## config.mk

```make
export PLATFORM = sky130hd
export DESIGN_NAME = an_cl37_ctrl
export DESIGN_NICKNAME = d
export VERILOG_FILES = /design/src/rtl/an_pkg.sv /design/src/rtl/an_link_timer.sv /design/src/rtl/an_word_match.sv /design/src/rtl/an_sync_watch.sv /design/src/rtl/an_cl37_ctrl.sv
export SDC_FILE = /design/constraint.sdc
export NUM_CORES = 1
export LEC_CHECK = 0
export ABC_AREA = 1
export ABC_CLOCK_PERIOD_IN_PS = 3000
export BUFFER_PORTS_ARGS = -buffer_cell sky130_fd_sc_hd__buf_2
export CAP_MARGIN = 5
export CORE_MARGIN = 1.5
export CORE_UTILIZATION = 58
export CTS_BUF_LIST = sky130_fd_sc_hd__clkbuf_16
export DETAILED_ROUTE_END_ITERATION = 10
export PLACE_DENSITY = 0.81
export RECOVER_POWER = 50
export SLEW_MARGIN = 20
export SYNTH_ARGS = -nofsm -noshare
export SYNTH_HDL_FRONTEND = slang
export SYNTH_SLANG_ARGS = --single-unit
```

## constraint.sdc

```tcl
create_clock -name clk -period 3 [get_ports clk]
set_clock_uncertainty 0.05 [all_clocks]
set_input_delay 0.6 -clock clk [delete_from_list [all_inputs] [get_ports clk]]
set_output_delay 0.6 -clock clk [all_outputs]
set_load 0.01 [all_outputs]
```

## src/rtl/an_pkg.sv

```systemverilog
package an_pkg;
  typedef enum logic [2:0] {
    ST_ENABLE,
    ST_RESTART,
    ST_ABILITY,
    ST_ACK,
    ST_CACK,
    ST_IDLE,
    ST_LINKOK
  } an_state_e;
endpackage

```

## src/rtl/an_link_timer.sv

```systemverilog
module an_link_timer #(
  parameter int LONG_TICKS  = 1250000,
  parameter int SHORT_TICKS = 64
) (
  input  logic clk,
  input  logic rst_n,
  input  logic clr,
  input  logic short_sel,
  output logic done
);
  localparam int CW = $clog2(LONG_TICKS + 1);
  localparam logic [CW-1:0] LONG_END  = CW'(LONG_TICKS - 1);
  localparam logic [CW-1:0] SHORT_END = CW'(SHORT_TICKS - 1);

  logic [CW-1:0] cnt_q;
  logic [CW-1:0] end_val;

  assign end_val = short_sel ? SHORT_END : LONG_END;
  assign done    = (cnt_q >= end_val);

  always_ff @(posedge clk or negedge rst_n) begin
    if (!rst_n)        cnt_q <= '0;
    else if (clr)      cnt_q <= '0;
    else if (!done)    cnt_q <= cnt_q + 1'b1;
  end

  // the count climbs by one each cycle until expiry
  a_r3_timer_steps: assert property (@(posedge clk) disable iff (!rst_n)
    (!clr && !done) |=> (cnt_q == $past(cnt_q) + 1'b1));
endmodule

```

## src/rtl/an_word_match.sv

```systemverilog
module an_word_match #(
  parameter int W       = 16,
  parameter int ACK_BIT = 14,
  parameter int HITS    = 3
) (
  input  logic         clk,
  input  logic         rst_n,
  input  logic         clr,
  input  logic         ack_mode,
  input  logic         rx_valid,
  input  logic [W-1:0] rx_word,
  input  logic [W-1:0] ref_word,
  output logic         hit
);
  localparam int NW = $clog2(HITS + 1);
  localparam logic [W-1:0] MASK = ~(W'(1) << ACK_BIT);

  logic [W-1:0]  cand_q;
  logic [NW-1:0] run_q, run_d;
  logic [W-1:0]  body;
  logic          good, same;

  always_comb begin
    body = rx_word & MASK;
    if (ack_mode) begin
      good = rx_word[ACK_BIT] && (body == (ref_word & MASK));
      same = good && (run_q != '0);
    end else begin
      good = (body != '0);
      same = good && (run_q != '0) && (body == cand_q);
    end
    if (!good)                    run_d = '0;
    else if (!same)               run_d = NW'(1);
    else if (run_q != NW'(HITS))  run_d = run_q + 1'b1;
    else                          run_d = run_q;
    hit = rx_valid && good && (run_d == NW'(HITS));
  end

  always_ff @(posedge clk or negedge rst_n) begin
    if (!rst_n) begin
      run_q  <= '0;
      cand_q <= '0;
    end else if (clr) begin
      run_q  <= '0;
      cand_q <= '0;
    end else if (rx_valid) begin
      run_q  <= run_d;
      cand_q <= body;
    end
  end

  // acceptance only on a consumed word
  a_r4_hit_needs_valid: assert property (@(posedge clk) disable iff (!rst_n)
    hit |-> rx_valid);
  // an all-zero ability word never completes a run
  a_r4_zero_rejected: assert property (@(posedge clk) disable iff (!rst_n)
    (!ack_mode && ((rx_word & MASK) == '0)) |-> !hit);
endmodule

```

## src/rtl/an_sync_watch.sv

```systemverilog
module an_sync_watch #(
  parameter int LOSS_CYCLES = 4096
) (
  input  logic clk,
  input  logic rst_n,
  input  logic sync_ok,
  output logic lost
);
  localparam int SW = $clog2(LOSS_CYCLES + 1);
  localparam logic [SW-1:0] LIM = SW'(LOSS_CYCLES);

  logic [SW-1:0] low_q;

  assign lost = (low_q == LIM);

  always_ff @(posedge clk or negedge rst_n) begin
    if (!rst_n)        low_q <= '0;
    else if (sync_ok)  low_q <= '0;
    else if (!lost)    low_q <= low_q + 1'b1;
  end

  // regained alignment clears the loss indication next cycle
  a_r11_sync_recovers: assert property (@(posedge clk) disable iff (!rst_n)
    sync_ok |=> !lost);
endmodule

```

## src/rtl/an_cl37_ctrl.sv

```systemverilog
module an_cl37_ctrl #(
  parameter int WORD_W           = 16,
  parameter int ACK_BIT          = 14,
  parameter int MATCH_COUNT      = 3,
  parameter int LONG_TICKS       = 1250000,
  parameter int SHORT_TICKS      = 64,
  parameter int SYNC_LOSS_CYCLES = 4096
) (
  input  logic              clk,
  input  logic              rst_n,
  input  logic              an_enable,
  input  logic              an_restart,
  input  logic              main_reset,
  input  logic              timer_short,
  input  logic              sync_ok,
  input  logic [WORD_W-1:0] adv_ability,
  input  logic              rx_cfg_valid,
  output logic              rx_cfg_ready,
  input  logic [WORD_W-1:0] rx_cfg_word,
  output logic [WORD_W-1:0] tx_cfg_word,
  output logic              tx_cfg_active,
  output logic [WORD_W-1:0] lp_ability,
  output logic              page_rx,
  output logic              an_complete
);
  import an_pkg::*;

  localparam logic [WORD_W-1:0] ACK_MASK = WORD_W'(1) << ACK_BIT;

  an_state_e state_q, state_d;
  logic      tmr_done, tmr_clr, m_hit, sync_lost, force_start;

  an_link_timer #(.LONG_TICKS(LONG_TICKS), .SHORT_TICKS(SHORT_TICKS)) u_timer (
    .clk(clk), .rst_n(rst_n), .clr(tmr_clr), .short_sel(timer_short), .done(tmr_done)
  );

  an_word_match #(.W(WORD_W), .ACK_BIT(ACK_BIT), .HITS(MATCH_COUNT)) u_match (
    .clk(clk), .rst_n(rst_n), .clr(tmr_clr), .ack_mode(state_q == ST_ACK),
    .rx_valid(rx_cfg_valid), .rx_word(rx_cfg_word), .ref_word(lp_ability), .hit(m_hit)
  );

  an_sync_watch #(.LOSS_CYCLES(SYNC_LOSS_CYCLES)) u_sync (
    .clk(clk), .rst_n(rst_n), .sync_ok(sync_ok), .lost(sync_lost)
  );

  assign force_start = main_reset | an_restart | !an_enable | sync_lost;

  always_comb begin
    state_d = state_q;
    unique case (state_q)
      ST_ENABLE:  state_d = ST_RESTART;
      ST_RESTART: if (tmr_done) state_d = ST_ABILITY;
      ST_ABILITY: if (m_hit)    state_d = ST_ACK;
      ST_ACK:     if (m_hit)    state_d = ST_CACK;
      ST_CACK:    if (tmr_done) state_d = ST_IDLE;
      ST_IDLE:    if (tmr_done) state_d = ST_LINKOK;
      default:    state_d = ST_LINKOK;
    endcase
    if (force_start) state_d = ST_ENABLE;
  end

  assign tmr_clr = (state_d != state_q);

  always_ff @(posedge clk or negedge rst_n) begin
    if (!rst_n) begin
      state_q    <= ST_ENABLE;
      lp_ability <= '0;
    end else begin
      state_q <= state_d;
      if (state_d == ST_ENABLE)
        lp_ability <= '0;
      else if (m_hit && (state_q == ST_ABILITY || state_q == ST_ACK))
        lp_ability <= rx_cfg_word;
    end
  end

  always_comb begin
    unique case (state_q)
      ST_ABILITY:       tx_cfg_word = adv_ability & ~ACK_MASK;
      ST_ACK, ST_CACK:  tx_cfg_word = adv_ability | ACK_MASK;
      default:          tx_cfg_word = '0;
    endcase
  end

  assign tx_cfg_active = (state_q == ST_RESTART) || (state_q == ST_ABILITY) ||
                         (state_q == ST_ACK) || (state_q == ST_CACK);
  assign page_rx       = (state_q == ST_CACK);
  assign an_complete   = (state_q == ST_LINKOK);
  assign rx_cfg_ready  = 1'b1;

  // page flag only while acknowledging
  a_r7_page_acks: assert property (@(posedge clk) disable iff (!rst_n)
    page_rx |-> (tx_cfg_word[ACK_BIT] && tx_cfg_active));
  // completion never overlaps configuration sending
  a_r8_done_quiet: assert property (@(posedge clk) disable iff (!rst_n)
    an_complete |-> (!tx_cfg_active && !page_rx));
  // management controls return the block to its start
  a_r10_force_clears: assert property (@(posedge clk) disable iff (!rst_n)
    (main_reset || an_restart) |=> (!an_complete && !tx_cfg_active && lp_ability == '0));
  // partner ability holds while the link stays negotiated
  a_r9_lp_hold: assert property (@(posedge clk) disable iff (!rst_n)
    (an_complete && $past(an_complete)) |-> $stable(lp_ability));
  // the receive stream is never stalled
  a_r12_always_ready: assert property (@(posedge clk) disable iff (!rst_n)
    rx_cfg_ready);
endmodule

```

Word level (Yosys, flattened, before mapping)
Index checks and enable logic that the tools add are counted.

storage, ports and cells
  bits of input ports = 40
  flip-flop bits (word level) = 71
  output and inout port bits = 36
  word-level logic and storage cells = 70

operators by class
  bitwise gates (word level) = 3
  order comparisons = 1
  mux-type cells = 24
  eq/ne operators = 14
  reduce and logical (&&, ||, !) cells = 19
  $add $sub $neg = 3

operators by type and width
  operator               number
  $mux 16                4
  $mux 21                3
  $pmux 16 s2            1
  $mux 13                2
  $add 21x1->21 const B  1
  $ge 21x21->1           1
  $mux 3                 6
  $pmux 3 s6             1
  $eq 16x16->1           1
  $reduce_bool 16->1     1
  $eq 15x15->1           1
  $add 13x1->13 const B  1
  $eq 13x13->1 const B   1
  $mux 2                 5
  $eq 3x3->1 const B     3
  $logic_and 1x1->1      7
  $eq 3x2->1 const B     2
  $logic_not 3->1        2
  $reduce_bool 2->1      3
  $logic_or 1x1->1       4
  $ne 2x2->1 const B     2
  $eq 3x1->1 const B     1
  $ne 3x3->1             1
  $or 1x1->1             3
  6 further kinds        7

Depth between registers and ports, before layout
  depth after elaboration = 13
  depth in mapped cells = 19
  mapped depth without buffers = 17

Cells and area by module
A second synthesis with hierarchy kept.

second synthesis, totals
  cells, all modules = 777
  area, all modules = 5059.9 um2

by module, submodules not included
  module         area each (um2)  seq. area each (um2)  instances  cells each
  an_link_timer  1858.0           525.5                 1          276
  an_word_match  1291.2           425.4                 1          229
  an_cl37_ctrl   1108.6           475.5                 1          160
  an_sync_watch  802.0            325.3                 1          112

Worst setup path after synthesis
Ideal clock, no wire load.

  path type = in2reg
  start = input timer_short
  end = register u_timer.cnt_q[13]
  arrival = 2.282 ns
  slack = 0.545 ns
  cell stages on the path = 13
  data required time = 2.826 ns
  buffers on the path = 0
  setup time = 0.124 ns
  cells stage by stage = ha_1 > nand3_1 > nand3_1 > nand2b_1 > nand2_1 > nand2_1 > nand4_2 > nor2_1 > nand4_1 > nor2_1 > nand2_1 > xor2_1 > nor2_4

on the way
  cells in the longest elaborated chain, start to end = 7
  elaborated cells on any way between the ends = 10
  those cells by class = order compare: 1; eq/ne: 2; mux: 7

RTL lines
  element                                                        line                                                        text
  start: declaration                                             an_cl37_ctrl.sv:14                                          input logic timer_short,
  $mux 21 *                                                      an_link_timer.sv:18                                         assign end_val = short_sel ? SHORT_END : LONG_END;
  $ge 21x21->1 *                                                 an_link_timer.sv:19                                         assign done = (cnt_q >= end_val);
  $mux 3 (on tied branches)                                      an_cl37_ctrl.sv:56, an_cl37_ctrl.sv:52, an_cl37_ctrl.sv:55
  $pmux 3 s6                                                     an_cl37_ctrl.sv:50                                          unique case (state_q)
  $mux 3                                                         an_cl37_ctrl.sv:59                                          if (force_start) state_d = ST_ENABLE;
  $ne 3x3->1                                                     an_cl37_ctrl.sv:62                                          assign tmr_clr = (state_d != state_q);
  $ne 2x1->1 (no source line) / $mux 21 (equally long branches)  n/a
  end signal: assignment                                         an_link_timer.sv:24                                         else if (!done) cnt_q <= cnt_q + 1'b1;
  end: declaration                                               an_link_timer.sv:15                                         logic [CW-1:0] cnt_q;

Mark *: on every way between the ends. The rest lies on a longest branch, timed or not.
A chain may end at the register's enable or synchronous reset.

Final worst setup path
  start = register state_q[0]
  end = output tx_cfg_word[0]

on the way
  cells in the longest elaborated chain, start to end = 3
  elaborated cells on any way between the ends = 5
  those cells by class = eq/ne: 3; mux: 1; reduce/logical: 1

RTL lines
  element                                          line                text
  start: declaration                               an_cl37_ctrl.sv:30  an_state_e state_q, state_d;
  start signal: assignment                         an_cl37_ctrl.sv:69  state_q <= state_d;
  $eq 3x3->1 / $eq 3x2->1 (equally long branches)  an_cl37_ctrl.sv:78  unique case (state_q)
  $reduce_or 2->1                                  an_cl37_ctrl.sv:78
  $pmux 16 s2 *                                    an_cl37_ctrl.sv:78
  end: declaration                                 an_cl37_ctrl.sv:20  output logic [WORD_W-1:0] tx_cfg_word,

Marked as above.

==> summary.md <==
| Metric | Value |
|---|---|
| Status | finished, violations left |
| Failing checks | capacitance limit, slew limit |
| Worst-Margin Slew | around 1.7 ns |
| VDD IR-drop max | just over 0.3 mV |
| Max frequency | about 0.38 GHz |
| Seq pwr share | between 40% and 50% |
| Int Power | 1.79 mW |
| Synthesized area | roughly 0.005 sq mm |
| Top-level port count | 76 |
| Max Slew Vio Count | 29 |
| Congestion Overflow GR | 0 |
| Routability cong. | between 0.9 and 1 |
| Crit path kind | reg2out |
| Gr usage total | between 20% and 30% |
| Comb power frac | about 16% |
| Initial antenna violation count | 0 |
| Total wire length | ~11000 um |
| Worst Hold Slack | roughly 0.47 ns |
| Sw Pwr | 717 uW |
| Die width | approximately 95 um |
| Fin crit period | approximately 2.7 ns |
| Die H | 94.6 um |
| Final ANT Viol Nets | 0 |
| Vias in the first global route | 4517 |
| Hold Buf Count CTS | 0 |
| LEAKAGE | approximately 3 nW |
| Area grow syn2layout | 16.2% |
| Antenna Cells | 0 |
| Final nets | roughly 850 |
| Worst-path fanout max | 15 |
| First-pass GRT wire length | around 20000 um |
| Unique masters post-synth | 34 |
| Initial Util | a little under 60% |
| Hold Vio Cnt, Final | 0 |
| Iteration count of the initial detailed-routing pass | 5 |
| Setup bufs post-CTS | 0 |
| Largest net degree at the start of global routing | between 40 and 50 |
| Overall Power | 2.51 mW |
| Die Footprint | approximately 0.0089 sq mm |
| Area of the core | slightly above 0.008 sq mm |
| H-tree depth | 3 |
| Syn Nets | around 770 |
| Clk buf depth | 2 |
| CP Launch Type | register |
| Hpwl dp | ~8500 um |
| TritonCTS Buffers | 9 |
| Clk Latency, worst-skew pair | ~0.33 ns |
| Layout cells sized above 1 | between 10% and 20% |
| Hold Crit Class | reg2reg |
| Final setup vio count | 0 |
| Power Density | 444 mW/mm^2 |
| TritonCTS clock tree | yes |
| WP data required | 2.35 ns |
| Initial DRC Count | 298 |
| Rel. slew slack | -13.5% |
| FP Rows | 33 |
| Detailed-route via count | 4780 |
| CTS Sinks | 70 |
| Arrival @ worst endpoint | 2.01 ns |
| Final setup TNS | 0 ns |
| DR vias/cell | 5.25 |
| Clk root buf | clkbuf_16 |
| Final period utilization | ~89% |
| Crit end category | output port |
| Max Cap Viol | 1 |
| Synth Register Bits | 70 |
| CTS resizes | 0 |
| Net Sw Frac | 28.5% |
| Post-route DRC | 0 |
| Worst-path clk slew | roughly 0.060 ns |
| Port buffer count | 73 |
| Routed wire per std cell | about 13 um |
| Clock share of power | 43.0% |
| Post-synthesis cell count | around 700 |
| Seq/Total Area, Yosys | approximately 36% |
| Avg Inst Size Synth | around 6.7 sq um |
| YS warnings | 0 |
| RSZ-0062 raised after global routing | no |
## through the flow
step                      worst slack (ns)  util, %  std cells  cell area [sq um]
after floorplan                      0.545        -        721               4860
after global placement               0.185     65.7        895               5370
after detailed placement             0.100     65.7        895               5370
after CTS                            0.351     69.4        911               5670
after global routing                 0.161     69.1        911               5650
final                                0.339     69.1        911               5650
## routing by layer
metal	global-route usage [%]	wire length (um)
met1	33.9	4910
met2	47.8	5720
met3	4.91	551
met4	11.6	283
met5	0	0
## path summary, 6_finish.rpt
kind                                  start                end  slack, ns  cells past startpoint
max                              state_q[0]     tx_cfg_word[0]       0.34                      6
min                        u_sync.low_q[11]   u_sync.low_q[11]       0.47                      1
min reg2reg                u_sync.low_q[11]   u_sync.low_q[11]       0.47                      1
max in group asynchronous             rst_n         state_q[2]       1.25                      1
min in group asynchronous             rst_n      lp_ability[9]       0.65                      1
max reg2reg                u_timer.cnt_q[6]  u_timer.cnt_q[20]       0.36                     15
## worst max-delay path: stages, from the launching register on
cell and delay (ns):
dfrtp_1 0.46, nor2_1 0.08, inv_1 0.12, nor2_1 0.08
nor2_1 0.64, nor2_1 0.12, buf_2 0.18
## power groups by stage
stage                     Clock [mW]  Sequential, mW  Combinational, mW
after detailed placement           0            1.06              0.387
after floorplan                    0            1.05              0.275
final                           1.08            1.04              0.389
after global routing            1.14            1.05              0.442
after CTS                       1.09            1.04              0.391
after global placement             0            1.06              0.371
## synth_stat cells
library cell    n  area share (%)
nand2_1       206              16
nor2_1        125             9.6
inv_1         107             8.3
dfrtp_1        70              36
nand3_1        33             3.4
a21oi_1        27             2.8
o21ai_0        24             2.5
nor2_4         22             5.1
xor2_1         18             3.2
nand4_1        17             2.2
ha_1           12             3.1
nor3_1         12             1.2
clkbuf_1        6            0.46
inv_2           6            0.46
buf_2           4            0.41
nor4_1          3            0.39
o21bai_1        3            0.46
or2_2           3            0.39
a31oi_1         2            0.26
buf_12          2            0.82
nand2_2         2            0.26
nand3_2         2            0.41
nor2_2          2            0.26
o21ai_1         2            0.21
xnor2_1         2            0.36
a221oi_1        1            0.18
buf_4           1            0.15
buf_6           1            0.23
conb_1          1           0.077
mux2i_1         1            0.21
nand2b_1        1            0.13
nand3b_1        1            0.15
nand4_2         1            0.26
o211ai_1        1            0.15
## cells by family (layout without fill, tap and decap cells)
logic type / count (synthesis) / after routing / synth area share, %
buffers and inverters: 127 / 212 / 10.8
DFF: 70 / 70 / 36.0
other: 1 / 1 / 0.0771
muxes: 1 / 1 / 0.206
and+or+nand+nor: 430 / 430 / 39.7
AOI/OAI and AO/OA: 60 / 60 / 6.51
adders and majority gates: 12 / 12 / 3.09
xor gates and xnor gates: 20 / 20 / 3.60
## layout by cell type, fill, tap and decap left out, types with 2 or more instances in the layout
cell / Yosys / layout
nor2_4: 22 / 22
dfrtp_1: 70 / 70
inv_2: 6 / 6
buf_4: 1 / 7
nand2_1: 206 / 206
clkinvlp_4: 0 / 3
inv_6: 0 / 2
o21bai_1: 3 / 3
or2_2: 3 / 3
nor4_1: 3 / 3
ha_1: 12 / 12
nor2_1: 125 / 125
nor3_1: 12 / 12
nand3_1: 33 / 33
inv_1: 107 / 108
nor2_2: 2 / 2
a31oi_1: 2 / 2
o21ai_0: 24 / 24
nand4_1: 17 / 17
xor2_1: 18 / 18
nand3_2: 2 / 2
nand2_2: 2 / 2
buf_12: 2 / 3
buf_2: 4 / 58
o21ai_1: 2 / 2
clkbuf_1: 6 / 15
a21oi_1: 27 / 27
clkbuf_16: 0 / 9
xnor2_1: 2 / 2
## registers in the layout, summed over array words and instances, names as in the netlist
signal	cells
u_timer.cnt_q	21
lp_ability	16
u_match.cand_q	15
u_sync.low_q	13
state_q	3
u_match.run_q	2
## final cells by class
class / count / area, sq um
Multi-Input combinational cell: 524 / 2590
Fill cell: 663 / 2520
Sequential cell: 70 / 1750
Timing Repair Buffer: 83 / 459
Inverter: 113 / 424
Clock buffer: 9 / 225
Tap cell: 105 / 131
Clock inverter: 7 / 73.8
No activity file was read; power rests on OpenSTA's default activity.
